==> config.mk <==
export PLATFORM = sky130hd
export DESIGN_NAME = flash_pgm_gate
export DESIGN_NICKNAME = d
export VERILOG_FILES = /design/src/rtl/prog_gate_pkg.sv /design/src/rtl/pg_wr_decode.sv /design/src/rtl/pg_sel_reg.sv /design/src/rtl/pg_precond.sv /design/src/rtl/pg_fsm.sv /design/src/rtl/flash_pgm_gate.sv
export SDC_FILE = /design/constraint.sdc
export NUM_CORES = 1
export LEC_CHECK = 0
export ABC_AREA = 1
export ABC_CLOCK_PERIOD_IN_PS = 1500
export BUFFER_PORTS_ARGS = -buffer_cell sky130_fd_sc_hd__buf_2
export CORE_UTILIZATION = 43
export CTS_BUF_LIST = sky130_fd_sc_hd__clkbuf_8
export DETAILED_ROUTE_END_ITERATION = 10
export GPL_ROUTABILITY_DRIVEN = 0
export GPL_TIMING_DRIVEN = 0
export PLACE_DENSITY = 0.75
export SYNTH_ARGS = -nofsm -noshare
export SYNTH_HDL_FRONTEND = slang
export SYNTH_HIERARCHICAL = 1
export SYNTH_SLANG_ARGS = --single-unit
==> constraint.sdc <==
create_clock -name clk -period 1.5 [get_ports clk]
set_clock_uncertainty 0.05 [all_clocks]
set_input_delay 0.3 -clock clk [delete_from_list [all_inputs] [get_ports clk]]
set_output_delay 0.3 -clock clk [all_outputs]
set_load 0.03 [all_outputs]
==> src/rtl/prog_gate_pkg.sv <==
package prog_gate_pkg;
    localparam int unsigned DATA_W = 8;
    localparam int unsigned UNLK_W = 4;

    localparam logic [DATA_W-1:0] SEL_ERASE = 8'hD1;
    localparam logic [DATA_W-1:0] SEL_READ  = 8'h2E;
    localparam logic [DATA_W-1:0] KEY_OPEN  = 8'h96;
    localparam logic [UNLK_W-1:0] UNLK_CODE = 4'b0010;

    typedef enum logic [2:0] {
        PG_IDLE,
        PG_ERASE_KICK,
        PG_ERASE_WAIT,
        PG_ERASE_HOLD,
        PG_READBACK
    } pg_state_e;
endpackage

==> src/rtl/pg_wr_decode.sv <==
module pg_wr_decode
    import prog_gate_pkg::*;
#(
    parameter int unsigned ADDR_W   = 16,
    parameter logic [ADDR_W-1:0] SEL_ADDR = 16'h2080,
    parameter logic [ADDR_W-1:0] KEY_ADDR = 16'h2081
) (
    input  logic              wr_en,
    input  logic [ADDR_W-1:0] wr_addr,
    input  logic [DATA_W-1:0] wr_data,
    output logic              sel_wr,
    output logic              key_wr,
    output logic              key_ok
);
    always_comb begin
        sel_wr = wr_en && (wr_addr == SEL_ADDR);
        key_wr = wr_en && (wr_addr == KEY_ADDR);
        key_ok = (wr_data == KEY_OPEN);
    end
endmodule

==> src/rtl/pg_sel_reg.sv <==
module pg_sel_reg
    import prog_gate_pkg::*;
(
    input  logic              clk,
    input  logic              rst_n,
    input  logic              sel_wr,
    input  logic              key_wr,
    input  logic [DATA_W-1:0] wr_data,
    output logic              sel_erase,
    output logic              sel_read
);
    logic [DATA_W-1:0] sel_q;

    always_ff @(posedge clk or negedge rst_n) begin
        if (!rst_n)      sel_q <= '0;
        else if (key_wr) sel_q <= '0;
        else if (sel_wr) sel_q <= wr_data;
    end

    always_comb begin
        sel_erase = (sel_q == SEL_ERASE);
        sel_read  = (sel_q == SEL_READ);
    end

    // a key write always leaves the selector cleared
    assert_key_clears_R4: assert property (@(posedge clk) disable iff (!rst_n)
        key_wr |=> (sel_q == '0));
endmodule

==> src/rtl/pg_precond.sv <==
module pg_precond
    import prog_gate_pkg::*;
(
    input  logic              dbg_en,
    input  logic              supply_ok,
    input  logic              preboot,
    input  logic [UNLK_W-1:0] unlock,
    output logic              gates_ok
);
    always_comb begin
        gates_ok = dbg_en && supply_ok && !preboot && (unlock == UNLK_CODE);
    end
endmodule

==> src/rtl/pg_fsm.sv <==
module pg_fsm
    import prog_gate_pkg::*;
(
    input  logic clk,
    input  logic rst_n,
    input  logic key_wr,
    input  logic key_ok,
    input  logic gates_ok,
    input  logic secure,
    input  logic sel_erase,
    input  logic sel_read,
    input  logic erase_done,
    output logic active,
    output logic mode_erase,
    output logic mode_readback,
    output logic erase_start,
    output logic erase_busy
);
    pg_state_e state, state_nx;
    logic      req_ok;

    always_comb begin
        req_ok = key_wr && key_ok && gates_ok;
    end

    always_ff @(posedge clk or negedge rst_n) begin
        if (!rst_n) state <= PG_IDLE;
        else        state <= state_nx;
    end

    always_comb begin
        state_nx = state;
        unique case (state)
            PG_IDLE: begin
                if (req_ok && sel_erase)                 state_nx = PG_ERASE_KICK;
                else if (req_ok && sel_read && !secure)  state_nx = PG_READBACK;
            end
            PG_ERASE_KICK: state_nx = PG_ERASE_WAIT;
            PG_ERASE_WAIT: if (erase_done) state_nx = PG_ERASE_HOLD;
            PG_ERASE_HOLD: state_nx = PG_ERASE_HOLD;
            PG_READBACK:   state_nx = PG_READBACK;
            default:       state_nx = PG_IDLE;
        endcase
    end

    always_comb begin
        active        = 1'b0;
        mode_erase    = 1'b0;
        mode_readback = 1'b0;
        erase_start   = 1'b0;
        erase_busy    = 1'b0;
        unique case (state)
            PG_IDLE: ;
            PG_ERASE_KICK: begin
                active = 1'b1; mode_erase = 1'b1;
                erase_start = 1'b1; erase_busy = 1'b1;
            end
            PG_ERASE_WAIT: begin
                active = 1'b1; mode_erase = 1'b1; erase_busy = 1'b1;
            end
            PG_ERASE_HOLD: begin
                active = 1'b1; mode_erase = 1'b1;
            end
            PG_READBACK: begin
                active = 1'b1; mode_readback = 1'b1;
            end
            default: ;
        endcase
    end

    // entry only follows a 0x96 key write
    assert_entry_key_R3: assert property (@(posedge clk) disable iff (!rst_n)
        $rose(active) |-> $past(key_wr && key_ok));
    // entry only with all gates satisfied
    assert_entry_gates_R5: assert property (@(posedge clk) disable iff (!rst_n)
        $rose(active) |-> $past(gates_ok));
    // read-back never entered under secure
    assert_secure_read_R6: assert property (@(posedge clk) disable iff (!rst_n)
        $rose(mode_readback) |-> !$past(secure));
    // the mode is sticky until reset
    assert_sticky_R8: assert property (@(posedge clk) disable iff (!rst_n)
        active |=> (active && $stable(mode_erase) && $stable(mode_readback)));
    // start pulse lasts one cycle
    assert_start_pulse_R9: assert property (@(posedge clk) disable iff (!rst_n)
        erase_start |=> (!erase_start && erase_busy));
    // at most one mode indicated
    assert_one_mode_R2: assert property (@(posedge clk) disable iff (!rst_n)
        $onehot0({mode_erase, mode_readback}));
endmodule

==> src/rtl/flash_pgm_gate.sv <==
module flash_pgm_gate
    import prog_gate_pkg::*;
#(
    parameter int unsigned ADDR_W   = 16,
    parameter logic [ADDR_W-1:0] SEL_ADDR = 16'h2080,
    parameter logic [ADDR_W-1:0] KEY_ADDR = 16'h2081
) (
    input  logic              clk,
    input  logic              rst_n,
    input  logic              wr_en,
    input  logic [ADDR_W-1:0] wr_addr,
    input  logic [7:0]        wr_data,
    input  logic              dbg_en,
    input  logic              supply_ok,
    input  logic              preboot,
    input  logic              secure,
    input  logic [3:0]        unlock,
    input  logic              erase_done,
    input  logic              irq_in,
    output logic              active,
    output logic              mode_erase,
    output logic              mode_readback,
    output logic              cpu_halt,
    output logic              irq_out,
    output logic              erase_start,
    output logic              erase_busy
);
    logic sel_wr, key_wr, key_ok, gates_ok, sel_erase, sel_read;

    pg_wr_decode #(.ADDR_W(ADDR_W), .SEL_ADDR(SEL_ADDR), .KEY_ADDR(KEY_ADDR)) u_dec (
        .wr_en(wr_en), .wr_addr(wr_addr), .wr_data(wr_data),
        .sel_wr(sel_wr), .key_wr(key_wr), .key_ok(key_ok)
    );

    pg_sel_reg u_sel (
        .clk(clk), .rst_n(rst_n), .sel_wr(sel_wr), .key_wr(key_wr),
        .wr_data(wr_data), .sel_erase(sel_erase), .sel_read(sel_read)
    );

    pg_precond u_pre (
        .dbg_en(dbg_en), .supply_ok(supply_ok), .preboot(preboot),
        .unlock(unlock), .gates_ok(gates_ok)
    );

    pg_fsm u_fsm (
        .clk(clk), .rst_n(rst_n), .key_wr(key_wr), .key_ok(key_ok),
        .gates_ok(gates_ok), .secure(secure), .sel_erase(sel_erase),
        .sel_read(sel_read), .erase_done(erase_done), .active(active),
        .mode_erase(mode_erase), .mode_readback(mode_readback),
        .erase_start(erase_start), .erase_busy(erase_busy)
    );

    always_comb begin
        cpu_halt = active;
        irq_out  = irq_in && !active;
    end

    // halted processor receives no serial-path interrupt
    assert_halt_noirq_R7: assert property (@(posedge clk) disable iff (!rst_n)
        cpu_halt |-> (!irq_out && active));
endmodule

==> results.cfg, run 1 <==
[run_status]
status = complete, but fails checks
violations = negative setup slack

[floorplanning]
dieWidth_um = 44.72
fp.dieH_um = 44.72
core_region_area_um2 = 1727
start_util = 0.4543
dieArea_um2 = 1999
rows = 15
design.portCount = 44

[placement]
hpwlAfterDp_um = 1406
placed_cell_area_um2 = 1056
pre_cts_ws_ps = -168.7
port_buffers = 43

[power]
power.density_nw_per_um2 = 553.2
fin_total_pwr_uw = 666.6
leakage_nw = 0.6875
ir_drop_mv = 0.3760

[grt]
gr-usage-met1 = 0.2225
gr-total-overflow = 0
grt_start_max_net_pins = 12
use_met3 = 0.01200
grt.busiest_layer = met2
grt_use_met2 = 0.3765
grt_use_total = 0.2000
antenna_found_initial = 0
grt_pass1_vias = 777
grt_pass1_wl_um = 2911

[synth]
synth_top_area_frac = 0.3509
syn_nets = 165
syn_inst = 128
synthTopCellsByArea = dfrtp_1 (35%), nand2_1 (17%), nor2_1 (14%), inv_1 (11%), nand3_1 (7.0%)
netlist-cell-type-count = 16
synthesis.area_um2 = 784.5
synth_top_family_by_area = simple AND/OR/NAND/NOR gates
synth-simple-area-share = 0.4848
synth_compound_area_frac = 0.02073
synthAdderAreaFrac = 0
yosysSeqAreaShare = 0.3509
synthMuxAreaShare = 0
ys_seq_elements = 11
avgSynthCellArea_um2 = 6.129
synth_xor_area_frac = 0
yosysTopAreaCell = dfrtp_1
yosysWarnings = 6

[worst_hold_path]
hold_path.class = input pin to flip-flop

[clock_tree]
cts_made_buffers = 3
cts.clk_slew.worst_paths_ps = 50
cts_tree = built
clock_path_buffers = 2
clock_latency_ps = 230
h-tree-depth = 1
cts.sinks = 11
clockRootBuffer = clkbuf_8

[routing]
vias = 928
viasPerCell = 4.505
ant_nets = 0
wirelength_um = 1954
dr.first_iter.drc_count = 18
first_pass_iters = 4
drc = 0
routed_wire_length_per_instance_um = 9.485

[cells_and_area]
final_cell_mix = buf_2 (38), nand2_1 (34), nor2_1 (27)
layout_commonest_cell = buf_2
nets = 219
layout-drive-gt1-share = 0.3812
fin_util = 0.6978
antenna_cells = 0
fin_area_um2 = 1205
syn_to_final_growth_pct = 53.59

[timing]
rsz0062_at_grt = true
finalSetupViolCount = 5
slew_headroom = 0.8261
clock.fmax_mhz = 577.8
period_share = 1.154
hold_violations = 0
final.setup.worst_slack_ps = -230.8
worstMarginPinSlew_ps = 260.8
period_needed_ps = 1731
tns_ps = -766.7
slew_violations = 0

[worst_setup_path]
cp_max_fo = 3
worstPathArrival_ps = 1380
crit_required_ps = 1150
r2r_setup_slack_ps = 270
cp-start-kind = flip-flop
path_class = flip-flop to primary output
cp-end-kind = primary output

[run]
maxCapViolCount = 0
[sequential cells by signal (all words and copies together) (netlist names)]
| name | cells |
|---|---|
| u_fsm/state | 3 |
| u_sel/sel_q | 8 |
[worst paths after layout]
path | depth (start not counted) | end | start
worst max register to register | 7 | u_fsm/state[2] | u_sel/sel_q[5]
max in group asynchronous | 2 | u_fsm/state[1] | rst_n
min in group asynchronous | 2 | u_sel/sel_q[0] | rst_n
worst min register to register | 2 | u_sel/sel_q[6] | u_sel/sel_q[6]
worst max-delay path | 7 | cpu_halt | u_fsm/state[1]
worst min-delay path | 3 | u_sel/sel_q[3] | wr_data[3]
[per-stage QoR]
stage                     cells  hold WS (ps)
after floorplan             128        -45.59
after CTS                   205         262.4
after global placement      196         134.8
final                       206         259.2
after detailed placement    196         134.0
after global routing        206         272.3
[routing by layer]
metal | up-vias | wire [um]
met2 | 33 | 1007
met3 | 2 | 94
met4 | 0 | 14
met1 | 405 | 837
li1 | 488 | -
met5 | - | 0
[worst max-delay path, cell delays in order, from the launching register on]
cell and delay (ps):
dfrtp_1 400, inv_2 80, nor2_2 50, inv_2 80
nand2_4 50, or2_4 250, buf_6 120, buf_6 120
[report_power, final]
group | total (mW) | internal [mW] | leakage [nW] | switching, mW
registers | 0.297 | 0.297 | 0.154 | 0.0000585
logic | 0.0822 | 0.0460 | 0.507 | 0.0362
clock network | 0.287 | 0.179 | 0.0269 | 0.108
total | 0.667 | 0.523 | 0.687 | 0.144
[synth_stat cells (all sizes together)]
cell    number
buf          2
inv         25
nor2        34
nand4        3
a21oi        2
or2          1
nand3b       1
o22ai        1
nand2       37
dfrtp       11
nand3       11
[layout make-up]
class,instances,area [um^2]
plain buffers,2,22.52
clock buffers,3,41.29
clock inverters,1,3.754
fillers,151,521.8
inverters,25,93.84
multi-input cells,90,442.9
flip-flops and latches,11,275.3
well taps,25,31.28
repair buffers,49,294.0
[timing repair]
action,4_1_cts,5_1_grt
hold buffers,1,0
resized for setup,13,5
hold endpoints to repair,11,0
setup endpoints to repair,6,8
buffers inserted,4,1
pin swaps,2,0
[kinds of logic after synthesis]
kind of cell | after synthesis
AND/OR/NAND/NOR | 87
flip-flops | 11
buffers and inverters | 27
AO/OA/AOI/OAI | 3
Note: power is estimated with default switching activity, not from simulation.
==> run 2: changes to the inputs <==
--- a/config.mk
+++ b/config.mk
@@ -14,6 +14,7 @@
 export GPL_ROUTABILITY_DRIVEN = 0
 export GPL_TIMING_DRIVEN = 0
 export PLACE_DENSITY = 0.75
+export SKIP_LAST_GASP = 1
 export SYNTH_ARGS = -nofsm -noshare
 export SYNTH_HDL_FRONTEND = slang
 export SYNTH_HIERARCHICAL = 1
==> results.cfg, run 2 (synthesis results as in run 1) <==
[run_status]
status = complete, but fails checks
violations = negative setup slack

[clock_tree]
clock_path_buffers = 2
cts.sinks = 11
clock_latency_ps = 230
cts_tree = built
cts.clk_slew.worst_paths_ps = 50
h-tree-depth = 1
clockRootBuffer = clkbuf_8
cts_made_buffers = 3

[routing]
ant_nets = 0
wirelength_um = 1852
viasPerCell = 4.502
routed_wire_length_per_instance_um = 9.034
dr_wl_met2_um = 978
drc = 0
first_pass_iters = 4
vias = 923
wl_met3_um = 98
met1Wirelength_um = 760
dr.first_iter.drc_count = 8
topRoutingLayerUsed = met4

[timing]
clock.fmax_mhz = 582.1
hold_violations = 0
rsz0062_at_grt = true
period_share = 1.145
period_needed_ps = 1718
worstMarginPinSlew_ps = 258.0
slew_headroom = 0.8280
final.setup.worst_slack_ps = -218.0
whs_ps = 262.8
slew_violations = 0
finalSetupViolCount = 5

[cells_and_area]
final_cell_mix = buf_2 (38), nand2_1 (35), nor2_1 (27)
layout_commonest_cell = buf_2
reg_top3 = u_sel/sel_q (8), u_fsm/state (3)
layout-drive-gt1-share = 0.3667
largest_reg_flops = 8
nets = 218
syn_to_final_growth_pct = 50.56
largest_register = u_sel/sel_q
fillCellCount = 152
antenna_cells = 0

[floorplanning]
dieArea_um2 = 1999
rows = 15
core_region_area_um2 = 1727
fp.dieH_um = 44.72
design.portCount = 44
start_util = 0.4543
dieWidth_um = 44.72

[power]
power.net_switching_uw = 139.4
switching_share = 0.2106
clkPwrFrac = 0.427
seqPwrFrac = 0.449
combPwrFrac = 0.124
leakage_nw = 0.6759
ir_drop_mv = 0.3798
intPower_uw = 522.5
power.density_nw_per_um2 = 560.4
fin_total_pwr_uw = 661.9

[worst_setup_path]
cp-start-kind = flip-flop
crit_required_ps = 1150
cp_max_fo = 3
path_class = flip-flop to primary output
cp-end-kind = primary output
worstPathArrival_ps = 1370

[worst_hold_path]
hold_path.class = input pin to flip-flop

[placement]
port_buffers = 43
pre_cts_ws_ps = -168.7
hpwlAfterDp_um = 1406

[run]
maxCapViolCount = 0

[grt]
antenna_found_initial = 0
grt_pass1_wl_um = 2939
grt_use_total = 0.1975
gr-total-overflow = 0
grt_start_max_net_pins = 12
grt_pass1_vias = 786
[run 2: per-stage QoR]
step / instance area (um^2) / setup TNS (ps) / util / cells
after floorplan: 809.5 / -28.02 / - / 128
after global placement: 1056 / -204.2 / 0.6116 / 196
after detailed placement: 1056 / -645.2 / 0.6116 / 196
after CTS: 1170 / -711.4 / 0.6775 / 205
after global routing: 1181 / -1016 / 0.6841 / 205
final: 1181 / -706.9 / 0.6841 / 205
[run 2: area by class of cell]
class	instances	area, um^2	area share
Timing Repair Buffer	48	282.8	0.2394
Inverter	25	93.84	0.07945
Sequential cell	11	275.3	0.2331
Clock buffer	3	41.29	0.03496
Tap cell	25	31.28	0.02648
Multi-Input combinational cell	90	434.2	0.3676
Buffer	2	18.77	0.01589
Clock inverter	1	3.754	0.003178
[run 2: worst paths after layout]
check	to	from	slack, ps	depth (start not counted)
max in group asynchronous	u_sel/sel_q[2]	rst_n	770	2
setup reg to reg	u_fsm/state[2]	u_sel/sel_q[5]	260	7
hold / removal	u_sel/sel_q[3]	wr_data[3]	260	3
setup / recovery	cpu_halt	u_fsm/state[0]	-220	6
min in group asynchronous	u_sel/sel_q[0]	rst_n	420	2
hold reg to reg	u_sel/sel_q[3]	u_sel/sel_q[3]	450	2
[run 2: power groups by stage]
stage / Clock, mW / Combinational, mW / Sequential (mW)
floorplan: 0 / 0.0217 / 0.302
global placement: 0 / 0.0758 / 0.302
detailed placement: 0 / 0.0781 / 0.302
CTS: 0.291 / 0.0812 / 0.297
global route: 0.309 / 0.0934 / 0.297
finish: 0.282 / 0.0820 / 0.297
[run 2: metal layers]
layer,vias to the layer above,global-route usage
li1,483,-
met1,398,0.2250
met2,40,0.3824
met3,2,0.01200
met4,0,0.07273
met5,-,0
[run 2: worst max-delay path: stages, from the launching register on]
cell and delay (ps):
dfrtp_1 370, inv_1 60, nand2_1 130, nor2_4 50, or2_4 260, buf_4 140, buf_6 130
[run 2: repair_timing]
action,4_1_cts,5_1_grt
pin swaps,2,0
endpoints found under the hold margin,11,0
resized for setup,10,3
setup endpoints to repair,6,8
buffers inserted,4,0
hold buffers,1,0
==> run 3: changes to the inputs <==
--- a/config.mk
+++ b/config.mk
@@ -8,11 +8,13 @@
 export ABC_AREA = 1
 export ABC_CLOCK_PERIOD_IN_PS = 1500
 export BUFFER_PORTS_ARGS = -buffer_cell sky130_fd_sc_hd__buf_2
+export CAP_MARGIN = 5
 export CORE_UTILIZATION = 43
 export CTS_BUF_LIST = sky130_fd_sc_hd__clkbuf_8
 export DETAILED_ROUTE_END_ITERATION = 10
 export GPL_ROUTABILITY_DRIVEN = 0
 export GPL_TIMING_DRIVEN = 0
+export MAX_ROUTING_LAYER = met4
 export PLACE_DENSITY = 0.75
 export SKIP_LAST_GASP = 1
 export SYNTH_ARGS = -nofsm -noshare
==> results.cfg, run 3 (synthesis results as in run 1) <==
[run_status]
status = complete, but fails checks
violations = negative setup slack

[grt]
antenna_found_initial = 0
grt_pass1_vias = 787
gr-total-overflow = 0
use_met3 = 0.01200
grt_pass1_wl_um = 2939
grt_use_total = 0.2035
grt_start_max_net_pins = 12
grt_use_met2 = 0.3824
gr-usage-met1 = 0.2250
grt.busiest_layer = met2

[timing]
final.setup.worst_slack_ps = -218.6
worstMarginPinSlew_ps = 258.0
rsz0062_at_grt = true
period_needed_ps = 1719
period_share = 1.146
clock.fmax_mhz = 581.9
slew_violations = 0
slew_headroom = 0.8280
hold_violations = 0
finalSetupViolCount = 5
tns_ps = -710.3

[clock_tree]
cts_tree = built
h-tree-depth = 1
clockRootBuffer = clkbuf_8
cts.clk_slew.worst_paths_ps = 50
clock_path_buffers = 2
clock_latency_ps = 230
cts_made_buffers = 3
cts.sinks = 11

[power]
clkPwrFrac = 0.427
ir_drop_mv = 0.3802
seqPwrFrac = 0.449
power.density_nw_per_um2 = 560.8
combPwrFrac = 0.124
leakage_nw = 0.6759
switching_share = 0.2111
intPower_uw = 522.5
power.net_switching_uw = 139.8

[worst_hold_path]
hold_path.class = input pin to flip-flop

[routing]
drc = 0
dr.first_iter.drc_count = 11
viasPerCell = 4.493
first_pass_iters = 4
routed_wire_length_per_instance_um = 9.088
ant_nets = 0
vias = 921
wirelength_um = 1863

[cells_and_area]
nets = 218
layout_commonest_cell = buf_2
antenna_cells = 0
syn_to_final_growth_pct = 50.56
layout-drive-gt1-share = 0.3667
fin_area_um2 = 1181
reg_top3 = u_sel/sel_q (8), u_fsm/state (3)
final_cell_mix = buf_2 (38), nand2_1 (35), nor2_1 (27)
largest_reg_flops = 8
largest_register = u_sel/sel_q

[floorplanning]
fp.dieH_um = 44.72
core_region_area_um2 = 1727
rows = 15
dieArea_um2 = 1999
dieWidth_um = 44.72
design.portCount = 44
start_util = 0.4543

[worst_setup_path]
r2r_setup_slack_ps = 270
crit_required_ps = 1150
critical-path-max-stage-delay_ps = 370
path_class = flip-flop to primary output
cp_max_fo = 3
crit_slowest_cell = dfrtp_1
reg2reg_depth = 7
crit_path_start = u_fsm/state[0]
worstPathArrival_ps = 1370
worstSetupEndpoint = cpu_halt
cp-end-kind = primary output
path_cells = inv_1, nand2_1, nor2_4, or2_4, buf_4, buf_6
cp-start-kind = flip-flop
regToRegEndpoint = u_fsm/state[2]
worstReg2RegStart = u_sel/sel_q[5]

[placement]
port_buffers = 43
placed_cell_area_um2 = 1056
hpwlAfterDp_um = 1406

[run]
maxCapViolCount = 0
run 3: cell counts in the layout (fill, tap and decap cells not counted):
No cell type changed its count.
run 3: layer usage:
layer | vias to the layer above | share of wire
li1 | 483 | -
met1 | 396 | 0.41
met2 | 40 | 0.53
met3 | 2 | 0.053
met4 | 0 | 0.0097
met5 | - | 0
run 3: final cells by class:
class,count,area (um^2)
Timing Repair Buffer,48,282.8
Clock buffer,3,41.29
Sequential cell,11,275.3
Multi-Input combinational cell,90,434.2
Tap cell,25,31.28
Inverter,25,93.84
Clock inverter,1,3.754
Fill cell,152,545.5
Buffer,2,18.77
run 3: how the worst min path moves through the flow:
stage	slack, ps	start	end	cells after the start
finish	260	wr_data[3]	u_sel/sel_q[3]	3
global route	280	wr_data[0]	u_sel/sel_q[0]	3
CTS	260	wr_data[3]	u_sel/sel_q[3]	3
detailed placement	130	rst_n	u_sel/sel_q[5]	1
global placement	130	rst_n	u_sel/sel_q[5]	1
floorplan	-50	rst_n	u_fsm/state[0]	0
run 3: stage by stage:
stage | cells | hold WS [ps] | power [mW] | util | setup slack (ps)
after floorplan | 128 | -45.59 | 0.3240 | - | -17.43
after global placement | 196 | 134.8 | 0.3781 | 0.6116 | -92.21
after detailed placement | 196 | 134.0 | 0.3804 | 0.6116 | -168.7
after CTS | 205 | 262.4 | 0.6700 | 0.6775 | -229.9
after global routing | 205 | 276.6 | 0.6990 | 0.6841 | -278.6
final | 205 | 262.9 | 0.6624 | 0.6841 | -218.6
run 3: timing repair:
action	4_1_cts	5_1_grt
gates resized for setup	10	3
hold buffers	1	0
buffers inserted	4	0
endpoints found under the hold margin	11	0
setup endpoints to repair	6	8
gates cloned	0	0
pin swaps	2	0
run 3: worst max-delay path: cells and delay by family, from the launching register on:
| family | cells | cell delay [ps] |
|---|---|---|
| DFF | 1 | 370 |
| and+or+nand+nor | 3 | 440 |
| buffers and inverters | 3 | 330 |
run 3: power by group through the flow:
stage | registers (mW) | clock network (mW) | logic [mW]
finish | 0.297 | 0.283 | 0.0820
global route | 0.297 | 0.309 | 0.0934
CTS | 0.297 | 0.291 | 0.0812
detailed placement | 0.302 | 0 | 0.0781
global placement | 0.302 | 0 | 0.0758
floorplan | 0.302 | 0 | 0.0217
